$ cat src/rtl/iob_pkg.sv
package iob_pkg;
  localparam int NSLOT = 2;

  typedef enum logic [1:0] {
    ST_IDLE = 2'd0,
    ST_DONE = 2'd1,
    ST_WAIT = 2'd2,
    ST_REQ  = 2'd3
  } iob_state_e;

  typedef struct packed {
    logic rd;
    logic uds;
    logic lds;
  } iob_slot_t;
endpackage

$ cat src/rtl/iob_rst_sync.sv
module iob_rst_sync #(
  parameter int STAGES = 2
) (
  input  logic clk,
  input  logic rst_n,
  output logic rst_n_sync
);
  logic [STAGES-1:0] chain_q;

  always_ff @(posedge clk or negedge rst_n) begin
    if (!rst_n) chain_q <= '0;
    else        chain_q <= {chain_q[STAGES-2:0], 1'b1};
  end

  assign rst_n_sync = chain_q[STAGES-1];
endmodule

$ cat src/rtl/iob_slot_store.sv
module iob_slot_store
  import iob_pkg::*;
(
  input  logic              clk,
  input  logic              rst_n,
  input  logic              take_req_i,
  input  iob_slot_t         fields_i,
  input  logic              free_head_i,
  output logic [NSLOT-1:0]  valid_o,
  output logic              head_valid_o,
  output iob_slot_t         head_o
);
  logic [NSLOT-1:0] valid_q, valid_d;
  logic             head_q, head_d;
  logic             full, take, tgt;
  iob_slot_t        slot_q [NSLOT];

  assign full = &valid_q;
  assign take = take_req_i & ~full;
  // empty -> slot 0; one occupied -> the other one
  assign tgt  = valid_q[0];

  always_comb begin
    valid_d = valid_q;
    if (free_head_i) valid_d[head_q] = 1'b0;
    if (take)        valid_d[tgt]    = 1'b1;
  end

  always_comb begin
    head_d = head_q;
    if (free_head_i)        head_d = valid_d[~head_q] ? ~head_q : 1'b0;
    else if (valid_q == '0) head_d = 1'b0;
  end

  always_ff @(posedge clk or negedge rst_n) begin
    if (!rst_n) begin
      valid_q <= '0;
      head_q  <= 1'b0;
    end else begin
      valid_q <= valid_d;
      head_q  <= head_d;
    end
  end

  for (genvar gi = 0; gi < NSLOT; gi++) begin : g_slot
    logic load;
    assign load = take & (tgt == gi[0]);
    always_ff @(posedge clk or negedge rst_n) begin
      if (!rst_n)    slot_q[gi] <= '0;
      else if (load) slot_q[gi] <= fields_i;
    end
  end

  assign valid_o      = valid_q;
  assign head_valid_o = valid_q[head_q];
  assign head_o       = slot_q[head_q];
endmodule

$ cat src/rtl/iob_seq_fsm.sv
module iob_seq_fsm
  import iob_pkg::*;
(
  input  logic clk,
  input  logic rst_n,
  input  logic start_i,
  input  logic head_valid_i,
  input  logic head_rd_i,
  input  logic io_act_i,
  output logic io_req_o,
  output logic free_head_o,
  output logic rd_rdy_o
);
  iob_state_e state_q, state_d;
  logic       cur_rd_q, rd_pulse_q, rd_pulse_d;

  always_comb begin
    state_d = state_q;
    unique case (state_q)
      ST_IDLE: if (start_i | head_valid_i) state_d = ST_REQ;
      ST_REQ:  state_d = io_act_i ? ST_DONE : ST_WAIT;
      ST_WAIT: if (io_act_i) state_d = ST_DONE;
      ST_DONE: if (!io_act_i) state_d = ST_IDLE;
      default: state_d = ST_IDLE;
    endcase
  end

  assign io_req_o    = (state_q == ST_REQ) | (state_q == ST_WAIT);
  assign free_head_o = io_req_o & io_act_i;
  assign rd_pulse_d  = (state_q == ST_DONE) & ~io_act_i & cur_rd_q;

  always_ff @(posedge clk or negedge rst_n) begin
    if (!rst_n) begin
      state_q    <= ST_IDLE;
      rd_pulse_q <= 1'b0;
    end else begin
      state_q    <= state_d;
      rd_pulse_q <= rd_pulse_d;
    end
  end

  always_ff @(posedge clk or negedge rst_n) begin
    if (!rst_n)           cur_rd_q <= 1'b0;
    else if (free_head_o) cur_rd_q <= head_rd_i;
  end

  assign rd_rdy_o = rd_pulse_q;
endmodule

$ cat src/rtl/iob_rdy_mux.sv
module iob_rdy_mux #(
  parameter int          AW    = 8,
  parameter logic [AW-1:0] RD_LO = 8'h40,
  parameter logic [AW-1:0] RD_HI = 8'h7F
) (
  input  logic [AW-1:0] addr_i,
  input  logic          rd_rdy_i,
  input  logic          wr_rdy_i,
  output logic          rdy_o
);
  logic in_rd_range;
  assign in_rd_range = (addr_i >= RD_LO) && (addr_i <= RD_HI);
  assign rdy_o = in_rd_range ? rd_rdy_i : wr_rdy_i;
endmodule

$ cat src/rtl/iob_posted_port.sv
module iob_posted_port
  import iob_pkg::*;
#(
  parameter int            AW    = 8,
  parameter logic [AW-1:0] RD_LO = 8'h40,
  parameter logic [AW-1:0] RD_HI = 8'h7F
) (
  input  logic          clk,
  input  logic          rst_n,
  input  logic          start_i,
  input  logic          dir_rd_i,
  input  logic          uds_i,
  input  logic          lds_i,
  input  logic [AW-1:0] addr_i,
  input  logic          io_act_i,
  output logic          io_req_o,
  output logic          io_rd_o,
  output logic          io_uds_o,
  output logic          io_lds_o,
  output logic [1:0]    ale_n_o,
  output logic          rd_rdy_o,
  output logic          wr_rdy_o,
  output logic          rdy_o
);
  logic             rst_n_s;
  logic [NSLOT-1:0] valid;
  logic             head_valid, free_head;
  iob_slot_t        fields, head;

  iob_rst_sync #(.STAGES(2)) u_rst (
    .clk(clk), .rst_n(rst_n), .rst_n_sync(rst_n_s)
  );

  assign fields = '{rd: dir_rd_i, uds: uds_i, lds: lds_i};

  iob_slot_store u_store (
    .clk(clk), .rst_n(rst_n_s),
    .take_req_i(start_i), .fields_i(fields), .free_head_i(free_head),
    .valid_o(valid), .head_valid_o(head_valid), .head_o(head)
  );

  iob_seq_fsm u_seq (
    .clk(clk), .rst_n(rst_n_s),
    .start_i(start_i), .head_valid_i(head_valid), .head_rd_i(head.rd),
    .io_act_i(io_act_i), .io_req_o(io_req_o), .free_head_o(free_head),
    .rd_rdy_o(rd_rdy_o)
  );

  iob_rdy_mux #(.AW(AW), .RD_LO(RD_LO), .RD_HI(RD_HI)) u_mux (
    .addr_i(addr_i), .rd_rdy_i(rd_rdy_o), .wr_rdy_i(wr_rdy_o), .rdy_o(rdy_o)
  );

  assign ale_n_o  = ~valid;
  assign wr_rdy_o = ~&valid;
  assign io_rd_o  = head.rd;
  assign io_uds_o = head.uds;
  assign io_lds_o = head.lds;
endmodule

$ cat config.mk
export PLATFORM = sky130hd
export DESIGN_NAME = iob_posted_port
export DESIGN_NICKNAME = d
export VERILOG_FILES = /design/src/rtl/iob_pkg.sv /design/src/rtl/iob_rst_sync.sv /design/src/rtl/iob_slot_store.sv /design/src/rtl/iob_seq_fsm.sv /design/src/rtl/iob_rdy_mux.sv /design/src/rtl/iob_posted_port.sv
export SDC_FILE = /design/constraint.sdc
export NUM_CORES = 1
export LEC_CHECK = 0
export BUFFER_PORTS_ARGS = -buffer_cell sky130_fd_sc_hd__buf_2
export CAP_MARGIN = 25
export CORE_MARGIN = 5
export CORE_UTILIZATION = 45
export DETAILED_ROUTE_END_ITERATION = 12
export GPL_TIMING_DRIVEN = 0
export PLACE_DENSITY = 0.71
export REMOVE_ABC_BUFFERS = 1
export SYNTH_ARGS = -nofsm -noshare
export SYNTH_HDL_FRONTEND = slang
export SYNTH_HIERARCHICAL = 1
export SYNTH_SLANG_ARGS = --single-unit
$ cat constraint.sdc
create_clock -name clk -period 1.3 [get_ports clk]
set_input_delay 0.195 -clock clk [delete_from_list [all_inputs] [get_ports clk]]
set_output_delay 0.195 -clock clk [all_outputs]
set_load 0.01 [all_outputs]
==> impl_metrics.yaml, run 1 <==
route:
  dr.first_iter.drc_count: 7
  wl_per_cell_um: 14.8
  drtAntennaViolNets: 0
  vias_per_cell: 5.18
  dr.pass1.iters: 4
  vias: 461
  drcViolationCount: 0
  finalWirelength_mm: 1.31
sta:
  timing.hold.ws_ps: 152
  finalCritPeriodShare: 1.06
  slew_viol_final: 0
  finalWorstSetupSlack_ps: -74.1
  setup-violations-final: 4
  slew_headroom: 0.661
  min_period_ps: 1370
  fmax_mhz: 728
  worst_slew_pin_slew_ps: 509
  rsz0062_at_grt: "true"
  hold_violations: 0
  fin_worst_skew_ps: 3.12
clocking:
  cts_buffers: 3
  cts-root-buf: "clkbuf_4"
  cts.clk_slew.worst_paths_ps: 90
  clkLatencyLatePin_ps: 280
  clock_path_buffers: 2
  htree_levels: 1
  cts_tree: "done"
  numClockSinks: 15
global_route:
  grt_pass1_vias: 487
  grtUsageTotal: 0.112
  grt_overflow: 0
  grt_max_degree: 14
  antenna_found_initial: 0
  grt_pass1_wl_mm: 2.13
yosys:
  ys_top_cells_by_count: "15 x dfrtp_1, 10 x mux2_1, 3 x inv_1"
  synthesis.area_um2: 667
  synth_top_cell_by_area: "dfrtp_1"
  synth_cells: 51
  synth.most_common_cell: "dfrtp_1"
  synthArstFlopShare: 1.00
  ys_types: 21
  synthDominantCellAreaShare: 0.563
  ys_seq_elements: 15
  synthTopCellsByArea: "dfrtp_1 56%, mux2_1 17%, mux2_4 4.5%"
  synth-edff-count: 0
  avgSynthCellArea_um2: 13.1
  ys_seq_area_frac: 0.563
  synth_ff_type: "dfrtp_1"
  yosys_warnings: 6
power:
  total_power_w: 0.00215
  max-vdd-ir-drop_uv: 1150
  powerDensity_mw_per_mm2: 2480
  p_leak_nw: 0.432
final_layout:
  syn_to_final_growth_pct: 30.0
  drive_gt1_frac: 0.527
  insertedDiodeCount: 0
  fin_cells: 89
  final_util: 0.642
  nets: 90
worst_setup_path:
  critPathLaunch: "u_store/head_q"
  end_kind: "primary output"
  worstPathArrival_ps: 1180
  crit_fanout: 4
  cp-start-kind: "flop"
  setup.worst_path.end: "io_rd_o"
  crit_required_ps: 1110
  r2r_start: "u_store/head_q"
  crit_type: "reg2out"
  regToRegEndpoint: "u_seq/state_q[0]"
  reg2reg_slack_ps: 20
  reg2reg_depth: 4
floorplan:
  dieArea_mm2: 0.00235
  start_util: 0.494
  ios: 24
  die_h_um: 48.5
  rows: 13
  core_area_mm2: 0.00135
  die_w_um: 48.5
min_path:
  min-delay-start: "dir_rd_i"
  hp-class: "in2reg"
run:
  cap_violations: 0
place:
  port_buffers: 17
  pre_cts_slack_ps: 54.9
  gp_congestion: 0.716
  hpwl_um: 943
  post-place-cells: 81
outcome:
  status: "finished with violations"
  violations: "negative setup slack"
-- worst min path at each step --
stage / end / depth (start not counted) / slack [ps]
after floorplan: u_rst/chain_q[0] / 0 / -100
after global placement: u_rst/chain_q[0] / 1 / -20
after detailed placement: u_rst/chain_q[1] / 1 / -20
after CTS: u_store/slot_q[2] / 2 / 150
after global routing: u_store/slot_q[0] / 2 / 150
final: u_store/slot_q[2] / 2 / 150
-- kinds of logic after synthesis --
family / after synthesis / share of synthesized area
and+or+nand+nor: 10 / 0.105
DFF: 15 / 0.563
AOI/OAI and AO/OA: 8 / 0.0825
muxes: 12 / 0.214
buffers and inverters: 5 / 0.0300
other: 1 / 0.00562
-- worst max-delay path: stages, from the launching register on --
cell	delay, ps
dfrtp_2	460
mux2_4	320
buf_6	120
-- area by class of cell --
class	count	area, um^2
Multi-Input combinational cell	31	288
Timing Repair Buffer	21	143
Clock buffer	3	22.5
Fill cell	99	483
Inverter	3	11.3
Sequential cell	15	379
Tap cell	15	18.8
Clock inverter	1	5.00
-- per-stage QoR --
step,TNS [ps],area (um^2)
2_1_floorplan,0,658
3_3_place_gp,0,762
3_5_place_dp,0,762
4_1_cts,-355,856
5_1_grt,-419,867
6_report,-251,867
-- placed cells by master (no fill, tap or decap), types with 2 or more instances in the layout --
master    synthesis  final
buf_2             1     13
buf_4             0      3
buf_6             0      4
clkbuf_4          0      3
dfrtp_1          15     12
dfrtp_2           0      3
inv_1             3      3
mux2_1           10      7
mux2_4            2      5
o21ai_0           2      2
o31ai_1           2      2
-- power by group --
group / switching [W] / total, W / internal, W
combinational: 0.000403 / 0.00104 / 0.000636
sequential: 0.000177 / 0.000850 / 0.000673
clock: 0.000145 / 0.000259 / 0.000114
total: 0.000725 / 0.00215 / 0.00142
-- routing by layer --
metal / wire length [um] / vias up / part of all wire / track usage
met5: 0 / - / 0 / 0
met4: 0 / 0 / 0 / 0.0404
met3: 70 / 0 / 0.053 / 0.0275
met2: 665 / 12 / 0.51 / 0.196
met1: 577 / 228 / 0.44 / 0.131
li1: - / 221 / - / -
-- registers in the layout, summed over array words and instances, names as in the netlist --
name	count
u_store/slot_q	6
u_seq/cur_rd_q	1
u_seq/state_q	2
u_seq/rd_rdy_o	1
u_rst/chain_q	2
u_store/head_q	1
u_store/valid_o	2
-- repair_timing --
action	4_1_cts	5_1_grt
gates resized for setup	10	2
pin swaps	1	1
hold buffers	1	0
endpoints found under the setup margin	4	6
setup buffers	2	1
hold endpoints to repair	2	0
Power figures use the tool's default switching activity.
==> run 2, diff against run 1 <==
==> constraint.sdc (replaced) <==
create_clock -name clk -period 1.73 [get_ports clk]
set_input_delay 0.2595 -clock clk [delete_from_list [all_inputs] [get_ports clk]]
set_output_delay 0.2595 -clock clk [all_outputs]
set_load 0.01 [all_outputs]
==> impl_metrics.yaml, run 2 (synthesis gave the netlist of run 1 again) <==
worst_setup_path:
  end_kind: "primary output"
  reg2reg_slack_ps: 480
  r2r_start: "u_store/head_q"
  reg2reg_depth: 2
  regToRegEndpoint: "u_seq/cur_rd_q"
  crit_type: "reg2out"
  cpPeakStageDelay_ps: 500
  crit_required_ps: 1470
  crit_fanout: 7
  slowest_stage: "dfrtp_1"
  worstPathArrival_ps: 1310
  crit_chain: "mux2_1 > buf_2"
  cp-start-kind: "flop"
  critPathLaunch: "u_store/head_q"
sta:
  setup-violations-final: 0
  min_period_ps: 1570
  finalWorstSetupSlack_ps: 164
  hold_violations: 0
  tns_ps: 0
  fmax_mhz: 639
  worst_slew_pin_slew_ps: 508
  finalCritPeriodShare: 0.905
  slew_viol_final: 0
  slew_headroom: 0.661
  fin_worst_skew_ps: 1.80
  rsz0062_at_grt: "false"
route:
  dr.pass1.iters: 4
  dr.first_iter.drc_count: 7
  wl_per_cell_um: 14.2
  vias_per_cell: 5.31
  finalWirelength_mm: 1.22
  drcViolationCount: 0
  drtAntennaViolNets: 0
  vias: 457
final_layout:
  final_util: 0.592
  largest-register: "u_store/slot_q"
  final_cell_mix: "17 x buf_2, 15 x dfrtp_1, 10 x mux2_1, 3 x inv_1, 3 x clkbuf_4"
  fin_cells: 86
  layout_commonest_cell: "buf_2"
  syn_to_final_growth_pct: 19.9
  nets: 87
  largest_register_ffs: 6
  drive_gt1_frac: 0.394
  insertedDiodeCount: 0
clocking:
  cts_setup_buffers: 0
  cts.clk_slew.worst_paths_ps: 90
  cts_tree: "done"
  cts-root-buf: "clkbuf_4"
  numClockSinks: 15
  clock_path_buffers: 2
  post_cts_resized: 0
  htree_levels: 1
  cts_buffers: 3
  hold_buffers: 1
  clkLatencyLatePin_ps: 280
place:
  hpwl_um: 943
  gp_congestion: 0.716
  port_buffers: 17
  pre_cts_slack_ps: 467
  post-place-cells: 81
power:
  powerDensity_mw_per_mm2: 1730
  p_sw_frac: 0.358
  seq_power_share: 0.465
  power_switching_w: 0.000496
  total_power_w: 0.00139
  clkPwrFrac: 0.142
  combPwrFrac: 0.394
  max-vdd-ir-drop_uv: 706
  power.internal_w: 0.000889
  p_leak_nw: 0.401
floorplan:
  rows: 13
  start_util: 0.494
  die_h_um: 48.5
  dieArea_mm2: 0.00235
  die_w_um: 48.5
  ios: 24
  core_area_mm2: 0.00135
run:
  cap_violations: 0
global_route:
  grt_pass1_wl_mm: 2.09
  antenna_found_initial: 0
  grtUsageTotal: 0.109
  grt_max_degree: 14
  grt_overflow: 0
  grt_pass1_vias: 467
outcome:
  status: "finished, final reports clean"
min_path:
  hp-class: "reg2async"
## run 2: power groups by stage
| stage | registers [W] | logic [W] | clock network, W |
|---|---|---|---|
| final | 0.000644 | 0.000546 | 0.000196 |
| after global placement | 0.000634 | 0.000532 | 0 |
| after floorplan | 0.000617 | 0.000372 | 0 |
| after detailed placement | 0.000648 | 0.000550 | 0 |
| after CTS | 0.000641 | 0.000554 | 0.000201 |
| after global routing | 0.000669 | 0.000606 | 0.000218 |
## run 2: critical path, delay by kind of cell (launching register included)
family | cells | cell delay, ps
DFF | 1 | 500
muxes | 1 | 380
buffers and inverters | 1 | 150
## run 2: worst max path at each step
stage / cells past startpoint / endpoint / slack (ps)
floorplan: 2 / u_seq/cur_rd_q / 520
global placement: 2 / io_rd_o / 480
detailed placement: 2 / io_rd_o / 470
CTS: 2 / io_rd_o / 150
global route: 3 / rdy_o / 80
finish: 2 / io_rd_o / 160
## run 2: routing by layer
metal / global-route usage / routed length [um] / vias up
met2: 0.178 / 579 / 12
met1: 0.138 / 569 / 229
met5: 0 / 0 / -
met3: 0.0275 / 70 / 0
met4: 0.0404 / 0 / 0
li1: - / - / 216
## run 2: layout make-up
| type | count | area [um^2] |
|---|---|---|
| Multi-Input combinational cell | 31 | 272 |
| Timing Repair Buffer | 18 | 95.1 |
| Sequential cell | 15 | 375 |
| Inverter | 3 | 11.3 |
| Clock buffer | 3 | 22.5 |
| Fill cell | 113 | 551 |
| Tap cell | 15 | 18.8 |
| Clock inverter | 1 | 5.00 |
## run 2: stage by stage
stage          hold WS, ps  cell area, um^2
6_report               212              800
2_1_floorplan        -36.1              658
5_1_grt                215              800
3_3_place_gp          44.5              762
4_1_cts                211              800
3_5_place_dp          46.4              762
==> run 3, diff against run 2 <==
--- a/config.mk
+++ b/config.mk
@@ -7,11 +7,13 @@
 export LEC_CHECK = 0
 export BUFFER_PORTS_ARGS = -buffer_cell sky130_fd_sc_hd__buf_2
 export CAP_MARGIN = 25
+export CELL_PAD_IN_SITES_DETAIL_PLACEMENT = 1
+export CELL_PAD_IN_SITES_GLOBAL_PLACEMENT = 2
 export CORE_MARGIN = 5
-export CORE_UTILIZATION = 45
+export CORE_UTILIZATION = 32
 export DETAILED_ROUTE_END_ITERATION = 12
 export GPL_TIMING_DRIVEN = 0
-export PLACE_DENSITY = 0.71
+export PLACE_DENSITY = 0.77
 export REMOVE_ABC_BUFFERS = 1
 export SYNTH_ARGS = -nofsm -noshare
 export SYNTH_HDL_FRONTEND = slang
==> impl_metrics.yaml, run 3 (synthesis gave the netlist of run 1 again) <==
sta:
  slew_headroom: 0.649
  tns_ps: 0
  finalCritPeriodShare: 0.911
  fin_worst_skew_ps: 0.612
  fmax_mhz: 634
  worst_slew_pin_slew_ps: 526
  finalWorstSetupSlack_ps: 153
  slew_viol_final: 0
  rsz0062_at_grt: "false"
  setup-violations-final: 0
  min_period_ps: 1580
  hold_violations: 0
place:
  gp_congestion: 0.713
  hpwl_um: 919
  pre_cts_slack_ps: 440
  port_buffers: 17
outcome:
  status: "finished, final reports clean"
final_layout:
  final_cell_mix: "17 x buf_2, 15 x dfrtp_1, 10 x mux2_1, 3 x inv_1, 3 x clkbuf_4"
  syn_to_final_growth_pct: 22.0
  layout_commonest_cell: "buf_2"
  drive_gt1_frac: 0.380
  nets: 87
  largest-register: "u_store/slot_q"
  final_util: 0.410
  insertedDiodeCount: 0
  largest_register_ffs: 6
worst_setup_path:
  reg2reg_depth: 2
  worstPathArrival_ps: 1320
  regToRegEndpoint: "u_seq/cur_rd_q"
  crit_fanout: 7
  reg2reg_slack_ps: 460
  crit_buf_inv: 1
  r2r_start: "u_store/head_q"
  crit_required_ps: 1470
  crit_type: "reg2out"
  end_kind: "primary output"
  cp-start-kind: "flop"
  slowest_stage: "dfrtp_1"
  crit_chain: "mux2_1 > buf_2"
  cp_top_family: "flip-flops"
  cpPeakStageDelay_ps: 510
floorplan:
  rows: 16
  ios: 24
  start_util: 0.336
  dieArea_mm2: 0.00310
  core_area_mm2: 0.00198
  die_w_um: 55.7
  die_h_um: 55.7
route:
  vias_per_cell: 4.52
  vias: 443
  drcViolationCount: 0
  dr.pass1.iters: 4
  wl_per_cell_um: 12.0
  finalWirelength_mm: 1.18
  dr.first_iter.drc_count: 5
  drtAntennaViolNets: 0
min_path:
  min_path_cells: 2
  min-delay-start: "dir_rd_i"
  holdPathEnd: "u_store/slot_q[2]"
  hp-class: "in2reg"
clocking:
  htree_levels: 1
  cts-root-buf: "clkbuf_4"
  clkLatencyLatePin_ps: 270
  post_cts_resized: 0
  numClockSinks: 15
  cts_setup_buffers: 0
  cts_buffers: 3
  clock_path_buffers: 2
  hold_buffers: 1
  cts_tree: "done"
  cts.clk_slew.worst_paths_ps: 80
global_route:
  grt_pass1_wl_mm: 2.29
  grt_overflow: 0
  grtUsageTotal: 0.0930
  antenna_found_initial: 0
  grt_pass1_vias: 497
  grt_max_degree: 14
run:
  cap_violations: 0
power:
  p_leak_nw: 0.398
  max-vdd-ir-drop_uv: 719
  powerDensity_mw_per_mm2: 1680
[run 3: metrics by stage]
step | hold slack [ps] | cells | total power (W) | cell area, um^2
detailed placement | 47.7 | 93 | 0.00119 | 777
finish | 208 | 98 | 0.00137 | 813
floorplan | -36.1 | 49 | 0.000989 | 658
global placement | 46.0 | 93 | 0.00118 | 777
global route | 202 | 98 | 0.00149 | 813
CTS | 199 | 98 | 0.00139 | 813
[run 3: final cells by class]
type                       instances  area (um^2)
tap                               27         33.8
multi-input combinational         31          272
sequential                        15          375
fill                             221         1170
inverter                           3         11.3
timing repair buffer              18         95.1
clock buffer                       4         26.3
[run 3: worst max-delay path by stage]
stage | startpoint | end | slack, ps | cells past startpoint
6_report | u_store/head_q | io_rd_o | 150 | 2
5_1_grt | u_store/valid_o[0] | rdy_o | 80 | 3
3_3_place_gp | u_store/head_q | io_rd_o | 450 | 2
4_1_cts | u_store/head_q | io_rd_o | 130 | 2
3_5_place_dp | u_store/head_q | io_rd_o | 440 | 2
2_1_floorplan | u_store/head_q | u_seq/cur_rd_q | 520 | 2
[run 3: routing by layer]
metal	share of wire	GRT usage
met3	0.071	0.0302
met4	0.0085	0.0521
met1	0.49	0.120
met5	0	0
met2	0.43	0.135
[run 3: worst reg2reg max path, cell delays in order, from the launching register on]
cell and delay [ps]:
dfrtp_1 510, mux2_1 390, mux2_4 260
[run 3: power breakdown]
part	internal (W)	leakage [nW]	switching, W	total, W
clock	0.0000892	0.0150	0.000102	0.000192
combinational	0.000304	0.207	0.000228	0.000533
sequential	0.000498	0.176	0.000146	0.000644
